File: config.mk
export PLATFORM = sky130hd
export DESIGN_NAME = seg_addr_gen
export DESIGN_NICKNAME = d
export VERILOG_FILES = /design/src/rtl/seg_addr_pkg.sv /design/src/rtl/seg_bank.sv /design/src/rtl/seg_pick.sv /design/src/rtl/addr_sum.sv /design/src/rtl/seg_addr_gen.sv
export SDC_FILE = /design/constraint.sdc
export NUM_CORES = 1
export LEC_CHECK = 0
export BUFFER_PORTS_ARGS = -buffer_cell sky130_fd_sc_hd__buf_2
export CORE_ASPECT_RATIO = 0.6
export CORE_MARGIN = 8
export CORE_UTILIZATION = 49
export CTS_BUF_LIST = sky130_fd_sc_hd__clkbuf_4 sky130_fd_sc_hd__clkbuf_8
export DETAILED_ROUTE_END_ITERATION = 10
export GPL_TIMING_DRIVEN = 0
export PLACE_DENSITY = 0.78
export RECOVER_POWER = 100
export SKIP_CTS_REPAIR_TIMING = 1
export SLEW_MARGIN = 30
export SYNTH_ARGS = -nofsm -noshare
export SYNTH_HDL_FRONTEND = slang
export SYNTH_HIERARCHICAL = 1
export SYNTH_SLANG_ARGS = --single-unit
File: constraint.sdc
create_clock -name clk -period 4.2 [get_ports clk]
set_input_delay 0.21 -clock clk [delete_from_list [all_inputs] [get_ports clk]]
set_output_delay 0.21 -clock clk [all_outputs]
set_load 0.005 [all_outputs]
File: src/rtl/seg_addr_pkg.sv
package seg_addr_pkg;

   // Access kinds presented on acc_kind; codes 5..7 are unused and act as data
   typedef enum logic [2:0] {
      ACC_FETCH   = 3'd0,
      ACC_STK_SP  = 3'd1,
      ACC_STK_BP  = 3'd2,
      ACC_DATA    = 3'd3,
      ACC_STR_DST = 3'd4
   } acc_e;

   // Segment base register indices
   typedef enum logic [1:0] {
      SEG_EXTRA = 2'd0,
      SEG_CODE  = 2'd1,
      SEG_STACK = 2'd2,
      SEG_DATA  = 2'd3
   } seg_e;

   localparam int NUM_SEG = 4;

endpackage

File: src/rtl/seg_bank.sv
module seg_bank #(
   parameter int SEG_W = 16,
   parameter int NSEG  = 4,
   localparam int IDX_W = $clog2(NSEG)
) (
   input  logic             clk,
   input  logic             rst_n,
   input  logic             wr_en,
   input  logic [IDX_W-1:0] wr_idx,
   input  logic [SEG_W-1:0] wr_data,
   input  logic [IDX_W-1:0] rd_idx,
   output logic [SEG_W-1:0] rd_data
);

   if (NSEG < 2 || NSEG != (1 << IDX_W)) begin : g_bad_nseg
      $error("seg_bank: NSEG must be a power of two and at least 2");
   end
   if (SEG_W < 1) begin : g_bad_width
      $error("seg_bank: SEG_W must be positive");
   end

   logic [SEG_W-1:0] bank_q [NSEG];

   for (genvar g = 0; g < NSEG; g++) begin : g_reg
      always_ff @(posedge clk) begin
         if (!rst_n)
            bank_q[g] <= '0;
         else if (wr_en && wr_idx == IDX_W'(g))
            bank_q[g] <= wr_data;
      end

      // a write lands at the next edge with exactly the written value
      p_load_r8: assert property (@(posedge clk) disable iff (!rst_n)
         (wr_en && wr_idx == IDX_W'(g)) |=> (bank_q[g] == $past(wr_data)));

      // untouched registers keep their contents
      p_hold_r8: assert property (@(posedge clk) disable iff (!rst_n)
         !(wr_en && wr_idx == IDX_W'(g)) |=> $stable(bank_q[g]));
   end

   assign rd_data = bank_q[rd_idx];

endmodule

File: src/rtl/seg_pick.sv
module seg_pick
   import seg_addr_pkg::*;
(
   input  logic [2:0] acc_i,
   input  logic       ovr_en_i,
   input  logic [1:0] ovr_idx_i,
   output seg_e       idx_o
);

   seg_e dflt;

   always_comb begin
      case (acc_i)
         ACC_FETCH:   dflt = SEG_CODE;
         ACC_STK_SP,
         ACC_STK_BP:  dflt = SEG_STACK;
         ACC_STR_DST: dflt = SEG_EXTRA;
         default:     dflt = SEG_DATA;
      endcase
   end

   always_comb begin
      if (ovr_en_i && acc_i != ACC_STR_DST)
         idx_o = seg_e'(ovr_idx_i);
      else
         idx_o = dflt;
   end

endmodule

File: src/rtl/addr_sum.sv
module addr_sum #(
   parameter int SEG_W = 16,
   parameter int OFF_W = 16,
   parameter int SHIFT = 4,
   parameter bit SPLIT = 1'b1,
   localparam int PA_W = SEG_W + SHIFT
) (
   input  logic             clk,
   input  logic             rst_n,
   input  logic             req_i,
   input  logic [SEG_W-1:0] seg_i,
   input  logic [OFF_W-1:0] off_i,
   output logic             vld_o,
   output logic [PA_W-1:0]  addr_o
);

   if (SHIFT < 1) begin : g_bad_shift
      $error("addr_sum: SHIFT must be at least 1");
   end
   if (OFF_W > PA_W || OFF_W <= SHIFT) begin : g_bad_off
      $error("addr_sum: OFF_W must lie in (SHIFT, SEG_W+SHIFT]");
   end

   logic [PA_W-1:0] sum;

   if (SPLIT) begin : g_split
      // Low bits pass through; only the overlapping part needs an adder
      logic [SEG_W-1:0] hi_sum;
      assign hi_sum = seg_i + SEG_W'(off_i >> SHIFT);
      assign sum    = {hi_sum, off_i[SHIFT-1:0]};
   end else begin : g_full
      assign sum = {seg_i, {SHIFT{1'b0}}} + PA_W'(off_i);
   end

   logic            vld_q;
   logic [PA_W-1:0] addr_q;

   always_ff @(posedge clk) begin
      if (!rst_n) begin
         vld_q  <= 1'b0;
         addr_q <= '0;
      end else begin
         vld_q <= req_i;
         if (req_i)
            addr_q <= sum;
      end
   end

   assign vld_o  = vld_q;
   assign addr_o = addr_q;

   // the low bits of a result are the low bits of its offset
   p_lownib_r1: assert property (@(posedge clk) disable iff (!rst_n)
      req_i |=> (addr_o[SHIFT-1:0] == $past(off_i[SHIFT-1:0])));

   // a request yields a valid result one cycle later
   p_valid_r9: assert property (@(posedge clk) disable iff (!rst_n)
      req_i |=> vld_o);

   // no request, no valid, address held
   p_idle_r9: assert property (@(posedge clk) disable iff (!rst_n)
      !req_i |=> (!vld_o && $stable(addr_o)));

endmodule

File: src/rtl/seg_addr_gen.sv
module seg_addr_gen
   import seg_addr_pkg::*;
#(
   parameter int SEG_W     = 16,
   parameter int OFF_W     = 16,
   parameter int SHIFT     = 4,
   parameter bit SPLIT_ADD = 1'b1,
   localparam int PA_W  = SEG_W + SHIFT,
   localparam int IDX_W = $clog2(NUM_SEG)
) (
   input  logic             clk,
   input  logic             rst_n,
   input  logic             seg_wr_en,
   input  logic [1:0]       seg_wr_idx,
   input  logic [SEG_W-1:0] seg_wr_val,
   input  logic             req_valid,
   input  logic [2:0]       acc_kind,
   input  logic             ovr_en,
   input  logic [1:0]       ovr_idx,
   input  logic [OFF_W-1:0] offset,
   output logic             addr_valid,
   output logic [PA_W-1:0]  phys_addr
);

   if (IDX_W != 2) begin : g_bad_idx
      $error("seg_addr_gen: the selector expects four segment registers");
   end

   seg_e             sel_idx;
   logic [SEG_W-1:0] sel_base;

   seg_pick u_pick (
      .acc_i     (acc_kind),
      .ovr_en_i  (ovr_en),
      .ovr_idx_i (ovr_idx),
      .idx_o     (sel_idx)
   );

   seg_bank #(.SEG_W(SEG_W), .NSEG(NUM_SEG)) u_bank (
      .clk     (clk),
      .rst_n   (rst_n),
      .wr_en   (seg_wr_en),
      .wr_idx  (seg_wr_idx),
      .wr_data (seg_wr_val),
      .rd_idx  (sel_idx),
      .rd_data (sel_base)
   );

   addr_sum #(.SEG_W(SEG_W), .OFF_W(OFF_W), .SHIFT(SHIFT), .SPLIT(SPLIT_ADD)) u_sum (
      .clk    (clk),
      .rst_n  (rst_n),
      .req_i  (req_valid),
      .seg_i  (sel_base),
      .off_i  (offset),
      .vld_o  (addr_valid),
      .addr_o (phys_addr)
   );

   // string destination is pinned to the extra segment
   p_strdst_r6: assert property (@(posedge clk) disable iff (!rst_n)
      (req_valid && acc_kind == 3'd4) |-> (sel_idx == SEG_EXTRA));

   // fetch without override reads the code segment
   p_fetch_r3: assert property (@(posedge clk) disable iff (!rst_n)
      (req_valid && acc_kind == 3'd0 && !ovr_en) |-> (sel_idx == SEG_CODE));

   // override wins for every kind except string destination
   p_ovr_r7: assert property (@(posedge clk) disable iff (!rst_n)
      (req_valid && ovr_en && acc_kind != 3'd4) |-> (sel_idx == seg_e'(ovr_idx)));

endmodule

==> results of run 1 <==
-- synth_stat cells (3+ instances only) --
cell type and instances:
nand4_1 3, nor2b_1 3, and2_2 3, nand3_1 5, ha_1 12, nand3b_1 6, nand2_1 10, a211oi_1 3
nor2_1 17, edfxtp_1 64, xor2_1 4, o211ai_1 3, buf_2 4, nand2b_1 4, a21oi_1 11, dfxtp_1 21
o21ai_0 15, mux2i_1 10, clkbuf_1 3, mux4_2 10, a21o_1 5, mux4_1 6, clkbuf_2 4, and2_1 61
inv_1 7, xnor2_1 5, or4_1 3
-- state kept, by name, summed over array words and instances (netlist names) --
signal and cells:
u_bank/bank_q 64, u_sum/vld_o 1, u_sum/addr_o 20
-- worst paths after layout --
kind,from,endpoint,depth (start not counted)
setup / recovery,acc_kind[1],u_sum/addr_o[18],12
hold / removal,offset[3],u_sum/addr_o[3],3
setup reg to reg,u_bank/bank_q[1][0],u_sum/addr_o[18],8
hold reg to reg,u_sum/addr_o[15],u_sum/addr_o[15],2
-- routing by layer --
metal / share of wire / routed length (um)
met5: 0 / 0
met4: 0.010 / 95
met3: 0.083 / 775
met2: 0.45 / 4200
met1: 0.46 / 4300
-- worst max-delay path, delay by kind of cell --
family                   cells  cell delay [ns]
AO/OA/AOI/OAI                4             1.20
adder cells (fa/ha/maj)      2             0.68
multiplexers                 1             0.61
AND/OR/NAND/NOR              2             0.59
buffers and inverters        2             0.30
XOR/XNOR                     1             0.16
-- metrics by stage --
stage | instance area [sq um] | util | cells | power [mW]
2_1_floorplan | 4270 | - | 329 | 1.30
3_3_place_gp | 4730 | 0.557 | 505 | 1.43
3_5_place_dp | 4790 | 0.564 | 509 | 1.45
4_1_cts | 4970 | 0.585 | 525 | 1.98
5_1_grt | 4880 | 0.575 | 525 | 2.05
6_report | 4880 | 0.575 | 525 | 1.95
-- kinds of logic after synthesis --
kind of cell / Yosys count / share of synthesized area
simple gates: 122 / 0.169
flops: 85 / 0.548
compound gates: 52 / 0.0841
mux: 26 / 0.113
buf+inv: 22 / 0.0272
fa+ha+maj: 13 / 0.0398
xor+xnor: 9 / 0.0185
-- power breakdown --
part / switching (mW) / internal, mW / leakage [nW] / total (mW)
clock: 0.311 / 0.223 / 0.0939 / 0.534
sequential: 0.0243 / 0.979 / 0.803 / 1.00
combinational: 0.230 / 0.181 / 1.01 / 0.411
-- layout make-up --
| cell class | instances | area [sq um] |
|---|---|---|
| fillers | 720 | 3610 |
| flip-flops and latches | 85 | 2340 |
| multi-input cells | 222 | 1790 |
| repair buffers | 68 | 317 |
| well taps | 112 | 140 |
| clock buffers | 9 | 124 |
| plain buffers | 15 | 85.1 |
| clock inverters | 7 | 55.1 |
| inverters | 7 | 26.3 |
==> impl_metrics.yaml, run 1 <==
outcome:
  status: "complete, no violations"
clock_network:
  cts_buffers: 9
  clkSinkCount: 85
  htree_levels: 3
  cts_tree: "yes"
  clkTransAtPathRegs_ns: 0.08
  clockRootBuffer: "clkbuf_8"
  cts_buffer_depth: 2
  clk_latency_ns: 0.36
floorplanning:
  io_pins: 65
  core-area_sq_mm: 0.00849
  rows: 26
  die-area_sq_mm: 0.0121
  die_h_um: 88.3
  start_util: 0.503
  fp.dieW_um: 137
sta:
  tightestPinTransition_ns: 1.39
  timing.hold.ws_ns: 0.0926
  finalHoldViolCount: 0
  finalSetupViolCount: 0
  fmax_ghz: 0.290
  final_max_slew_viol_count: 0
  setup_ws_ns: 0.751
  relSlewSlack: 0.0661
  fin_crit_ns: 3.45
  rsz0062_at_grt: "no"
  fin_crit_sh: 0.821
  setup_tns_ns: 0
  finClkSkew_ns: 0.0105
global_route:
  busiest_layer: "met2"
  grt_overflow: 0
  grt_antenna_before_repair: 0
  grt_pass1_vias: 2885
  track_usage: 0.162
  grt_max_degree: 17
  use_met1: 0.215
  grt_pass1_wl_mm: 14.8
  met3_usage: 0.0499
  use_met2: 0.249
setup_path:
  worstSetupStartpointType: "input port"
  crit_type: "in2reg"
  slowest_stage: "mux4_1"
  cp-end-kind: "register"
  cp_data_required_time_ns: 4.50
  max_stage_delay_ns: 0.61
  crit_arrival_ns: 3.75
  path_cells: "clkbuf_1 -> xor2_1 -> a221oi_1 -> buf_6 -> mux4_1 -> ha_1 -> fa_1 -> a21o_1 -> a221oi_2 -> o31ai_1 -> or4_1 -> nand3_1"
  worst-path-max-fanout: 7
  rrSetupSlack_ns: 1.08
logic_synthesis:
  synth_ff_type: "edfxtp_1"
  ys_warn_count: 6
  ys_types: 50
  synth.net_count: 386
  avgSynthCellArea_sq_um: 13.0
  yosys.area.top_type: "edfxtp_1"
  syn_area_sq_mm: 0.00427
  syn_inst: 329
  synth_top_area_share: 0.450
  synth_edf_count: 64
  synth.area.top_cells: "edfxtp_1 45%, dfxtp_1 9.8%, and2_1 8.9%"
  synthArstFlopShare: 0
  yosysSeqAreaShare: 0.548
  synth_seq_cells: 85
detailed_routing:
  wl_per_cell_um: 17.8
  vias: 2847
  drc: 0
  first_pass_iters: 4
  drtAntennaViolNets: 0
  via_per_inst: 5.42
  drt_wl_total_mm: 9.36
  drtIter0Drc: 196
layout:
  final_nets: 465
  layout.cells.most_common: "edfxtp_1"
  syn_to_final_growth_pct: 14.3
  final_cell_mix: "64 x edfxtp_1, 52 x buf_2, 35 x and2_0, 26 x clkbuf_1, 26 x and2_1"
  diodes: 0
  drive_gt1_frac: 0.203
flow_run:
  drv_cap: 0
placed_design:
  dp_slack_ns: 0.473
  place_congestion: 0.829
  hpwlAfterDp_mm: 7.03
  port_buffers: 64
pwr:
  peakVddDrop_v: 0.000187
  leakagePower_nw: 1.91
  powerDensity_mw_per_mm2: 399
hold_path:
  min_path_type: "in2reg"
No activity file was read; power rests on OpenSTA's default activity.
==> run 2, diff against run 1 <==
- clock period: 4.2 -> 3.45 ns (I/O delays scaled with it)
==> run 2 against run 1 <==
Clock power up 21%. Clock skew down 0.0015 ns. Cell count unchanged. Count of clock-buffer cells in the layout unchanged. Global-route usage did not move. Non-clock buffer count stayed put. Core utilization grew 0.21 points. Worst hold slack got worse by 0.037 ns. Sequential power increased by 22%. Worst setup slack lost 0.56 ns. First-iteration DRC count up 3.6%. Via count shrank 0.46%.
==> impl_metrics.yaml, run 2 (same netlist as run 1, synthesis figures left out) <==
outcome:
  status: "complete, no violations"
sta:
  finClkSkew_ns: 0.00901
  fmax_ghz: 0.307
  fin_crit_ns: 3.26
  finalSetupViolCount: 0
  tightestPinTransition_ns: 1.39
  relSlewSlack: 0.0604
  finalHoldViolCount: 0
  final_max_slew_viol_count: 0
  rsz0062_at_grt: "no"
  fin_crit_sh: 0.945
  setup_tns_ns: 0
setup_path:
  crit_type: "in2reg"
  cp-end-kind: "register"
  r2r-start: "u_bank/bank_q[1][0]"
  crit_arrival_ns: 3.56
  worstSetupStartpointType: "input port"
  crit_path_start: "acc_kind[1]"
  cp_data_required_time_ns: 3.75
  worst-path-max-fanout: 7
global_route:
  grt_overflow: 0
  use_met1: 0.215
  grt_pass1_vias: 2885
  met3_usage: 0.0499
  track_usage: 0.162
  grt_antenna_before_repair: 0
  use_met2: 0.249
  busiest_layer: "met2"
  grt_max_degree: 17
  grt_pass1_wl_mm: 14.8
clock_network:
  clkSinkCount: 85
  clockRootBuffer: "clkbuf_8"
  cts_buffers: 9
  clk_latency_ns: 0.36
  htree_levels: 3
  cts_tree: "yes"
  cts_buffer_depth: 2
  clkTransAtPathRegs_ns: 0.08
pwr:
  total_power_mw: 2.38
  leakagePower_nw: 1.91
  powerDensity_mw_per_mm2: 486
  peakVddDrop_v: 0.000227
floorplanning:
  rows: 26
  die-area_sq_mm: 0.0121
  die_h_um: 88.3
  core-area_sq_mm: 0.00849
  fp.dieW_um: 137
  io_pins: 65
  start_util: 0.503
placed_design:
  place_congestion: 0.829
  port_buffers: 64
  hpwlAfterDp_mm: 7.03
  place_area_sq_mm: 0.00479
detailed_routing:
  first_pass_iters: 4
  vias: 2834
  drt_wl_total_mm: 9.38
  via_per_inst: 5.40
  wl_per_cell_um: 17.9
  drc: 0
  drtAntennaViolNets: 0
  drtIter0Drc: 203
hold_path:
  min_path_type: "in2reg"
  holdCritStartpoint: "offset[3]"
layout:
  layout.cells.most_common: "edfxtp_1"
  nFillCells: 716
  diodes: 0
  top_register: "u_bank/bank_q"
  design_area_sq_mm: 0.00490
  drive_gt1_frac: 0.206
  largest_reg_flops: 64
  final_cell_mix: "64 x edfxtp_1, 52 x buf_2, 35 x and2_0, 26 x clkbuf_1, 26 x and2_1"
  final_nets: 465
  syn_to_final_growth_pct: 14.7
flow_run:
  drv_cap: 0
-- run 2: cell types whose count changed in the layout (fill, tap and decap cells not counted) --
| cell | delta |
|---|---|
| a221oi_1 | -1 |
| a221oi_4 | +1 |
-- run 2: path summary, 6_finish.rpt --
path              slack, ns               end  cells after the start
hold reg to reg        0.49  u_sum/addr_o[15]                      2
hold / removal         0.06   u_sum/addr_o[3]                      3
setup / recovery       0.19  u_sum/addr_o[18]                     12
setup reg to reg       0.43  u_sum/addr_o[18]                      8
-- run 2: cell type report --
cell class                 instances  area, sq um  share of cell area
timing repair buffer              68          317              0.0646
clock inverter                     7         55.1              0.0112
buffer                            15         85.1              0.0174
sequential                        85         2340               0.478
inverter                           7         26.3             0.00536
clock buffer                       9          124              0.0253
multi-input combinational        222         1810               0.370
tap                              112          140              0.0286
-- run 2: layer usage --
layer	wire length [um]	vias to the layer above
li1	-	1389
met1	4300	1341
met2	4190	95
met3	780	9
met4	101	0
met5	0	-
-- run 2: metrics by stage --
stage	utilization	hold WS [ns]	worst slack, ns	instances
2_1_floorplan	-	0.320	0.195	329
3_3_place_gp	0.557	0.409	-0.196	505
3_5_place_dp	0.564	0.425	-0.239	509
4_1_cts	0.585	0.0400	0.139	525
5_1_grt	0.577	0.0716	0.0486	525
6_report	0.577	0.0561	0.190	525
-- run 2: critical path: stages --
cell,delay [ns]
clkbuf_1,0.10
xor2_1,0.17
a221oi_2,0.27
buf_6,0.19
mux4_1,0.61
ha_1,0.27
fa_1,0.41
a21o_1,0.23
a221oi_4,0.34
o31ai_1,0.20
or4_1,0.50
nand3_1,0.09
-- run 2: where the power goes --
part | leakage (nW) | switching, mW | internal [mW]
registers | 0.803 | 0.0296 | 1.19
clock network | 0.0939 | 0.376 | 0.272
logic | 1.01 | 0.285 | 0.224
total | 1.91 | 0.691 | 1.69
==> run 3, diff against run 2 <==
- PLACE_DENSITY: 0.78 -> 0.7
==> run 3 against run 2 <==
Count of clock-buffer cells in the layout is 1 higher. Die area stayed put. Design area is 0.87% higher.
==> impl_metrics.yaml, run 3 (same netlist as run 1, synthesis figures left out) <==
detailed_routing:
  drt_wl_total_mm: 9.54
  via_per_inst: 5.54
  vias: 2911
  wl_per_cell_um: 18.2
  first_pass_iters: 5
  drtAntennaViolNets: 0
  drc: 0
  drtIter0Drc: 251
global_route:
  grt_max_degree: 15
  grt_antenna_before_repair: 0
  grt_pass1_wl_mm: 15.0
  track_usage: 0.165
  grt_pass1_vias: 2929
  grt_overflow: 0
outcome:
  status: "complete, no violations"
setup_path:
  slowest_stage: "mux4_1"
  path_cells: "clkbuf_1 -> xor2_1 -> a221oi_2 -> buf_6 -> mux4_1 -> ha_1 -> fa_1 -> a21o_1 -> a221oi_4 -> o31ai_2 -> or4_1 -> nand3_1"
  cp_data_required_time_ns: 3.75
  crit_type: "in2reg"
  max_stage_delay_ns: 0.61
  crit_arrival_ns: 3.55
  worst-path-max-fanout: 7
  cp_top_family: "compound AO/OA/AOI/OAI gates"
  cp-end-kind: "register"
  cp_num_buf_inv: 2
  worstSetupStartpointType: "input port"
layout:
  largest_reg_flops: 64
  final_cell_mix: "64 x edfxtp_1, 50 x buf_2, 36 x and2_0, 28 x clkbuf_1, 25 x and2_1"
  layout.cells.most_common: "edfxtp_1"
  drive_gt1_frac: 0.203
  final_nets: 465
  diodes: 0
  top_register: "u_bank/bank_q"
  syn_to_final_growth_pct: 15.7
sta:
  finalHoldViolCount: 0
  tightestPinTransition_ns: 1.17
  fin_crit_sh: 0.941
  finClkSkew_ns: 0.00754
  final_max_slew_viol_count: 0
  fin_crit_ns: 3.25
  relSlewSlack: 0.213
  finalSetupViolCount: 0
  setup_ws_ns: 0.203
  rsz0062_at_grt: "no"
  fmax_ghz: 0.308
floorplanning:
  io_pins: 65
  start_util: 0.503
  rows: 26
  die-area_sq_mm: 0.0121
  core-area_sq_mm: 0.00849
  die_h_um: 88.3
  fp.dieW_um: 137
placed_design:
  dp_slack_ns: -0.256
  port_buffers: 64
  place_congestion: 0.851
  hpwlAfterDp_mm: 7.24
pwr:
  leakagePower_nw: 1.91
  peakVddDrop_v: 0.000219
  powerDensity_mw_per_mm2: 506
  total_power_mw: 2.50
clock_network:
  clkTransAtPathRegs_ns: 0.08
  htree_levels: 3
  clkSinkCount: 85
  clk_latency_ns: 0.36
  cts_buffers: 9
  cts_tree: "yes"
  cts_buffer_depth: 2
  clockRootBuffer: "clkbuf_8"
flow_run:
  drv_cap: 0
hold_path:
  min_path_type: "in2reg"
## run 3: cell count changes in the layout (fill, tap and decap cells not counted), moves of 2 or more
cell	previous run	this run
clkinvlp_4	0	2
buf_2	52	50
inv_6	3	0
clkbuf_1	26	28
bufinv_16	0	2
## run 3: report_power, final
| part | total, mW | switching (mW) | internal [mW] |
|---|---|---|---|
| combinational | 0.511 | 0.286 | 0.225 |
| sequential | 1.22 | 0.0318 | 1.19 |
| clock | 0.765 | 0.350 | 0.414 |
| total | 2.50 | 0.668 | 1.83 |
## run 3: metrics by stage
| stage | setup TNS (ns) | cell area, sq um | hold slack (ns) | utilization | instances |
|---|---|---|---|---|---|
| floorplan | 0 | 4270 | 0.320 | - | 329 |
| global placement | -0.265 | 4730 | 0.412 | 0.557 | 505 |
| detailed placement | -0.379 | 4800 | 0.421 | 0.565 | 509 |
| CTS | 0 | 5010 | 0.0345 | 0.591 | 525 |
| global route | 0 | 4940 | 0.0369 | 0.582 | 525 |
| finish | 0 | 4940 | 0.0545 | 0.582 | 525 |
## run 3: path summary, 6_finish.rpt
check / from / endpoint / slack, ns / cells past startpoint
max: acc_kind[1] / u_sum/addr_o[18] / 0.20 / 12
max reg2reg: u_bank/bank_q[1][0] / u_sum/addr_o[18] / 0.43 / 8
min reg2reg: u_sum/addr_o[11] / u_sum/addr_o[11] / 0.48 / 2
min: offset[1] / u_sum/addr_o[1] / 0.05 / 3
## run 3: routing by layer
| metal | vias up | GRT usage | routed length (um) |
|---|---|---|---|
| met2 | 90 | 0.253 | 4250 |
| met5 | - | 0 | 0 |
| met3 | 9 | 0.0550 | 748 |
| li1 | 1391 | - | - |
| met4 | 0 | 0.0396 | 85 |
| met1 | 1421 | 0.222 | 4450 |
## run 3: layout make-up
type | count | area (sq um)
Buffer | 15 | 85.1
Clock buffer | 10 | 131
Multi-Input combinational cell | 222 | 1820
Clock inverter | 6 | 87.6
Sequential cell | 85 | 2340
Tap cell | 112 | 140
Fill cell | 719 | 3550
Inverter | 7 | 26.3
Timing Repair Buffer | 68 | 314
## run 3: worst reg2reg max path: cells and delay by family, from the launching register on
kind / cells / cell delay [ns]
simple gates: 2 / 0.58
flops: 1 / 0.36
fa+ha+maj: 2 / 0.68
compound gates: 3 / 0.78
mux: 1 / 0.56
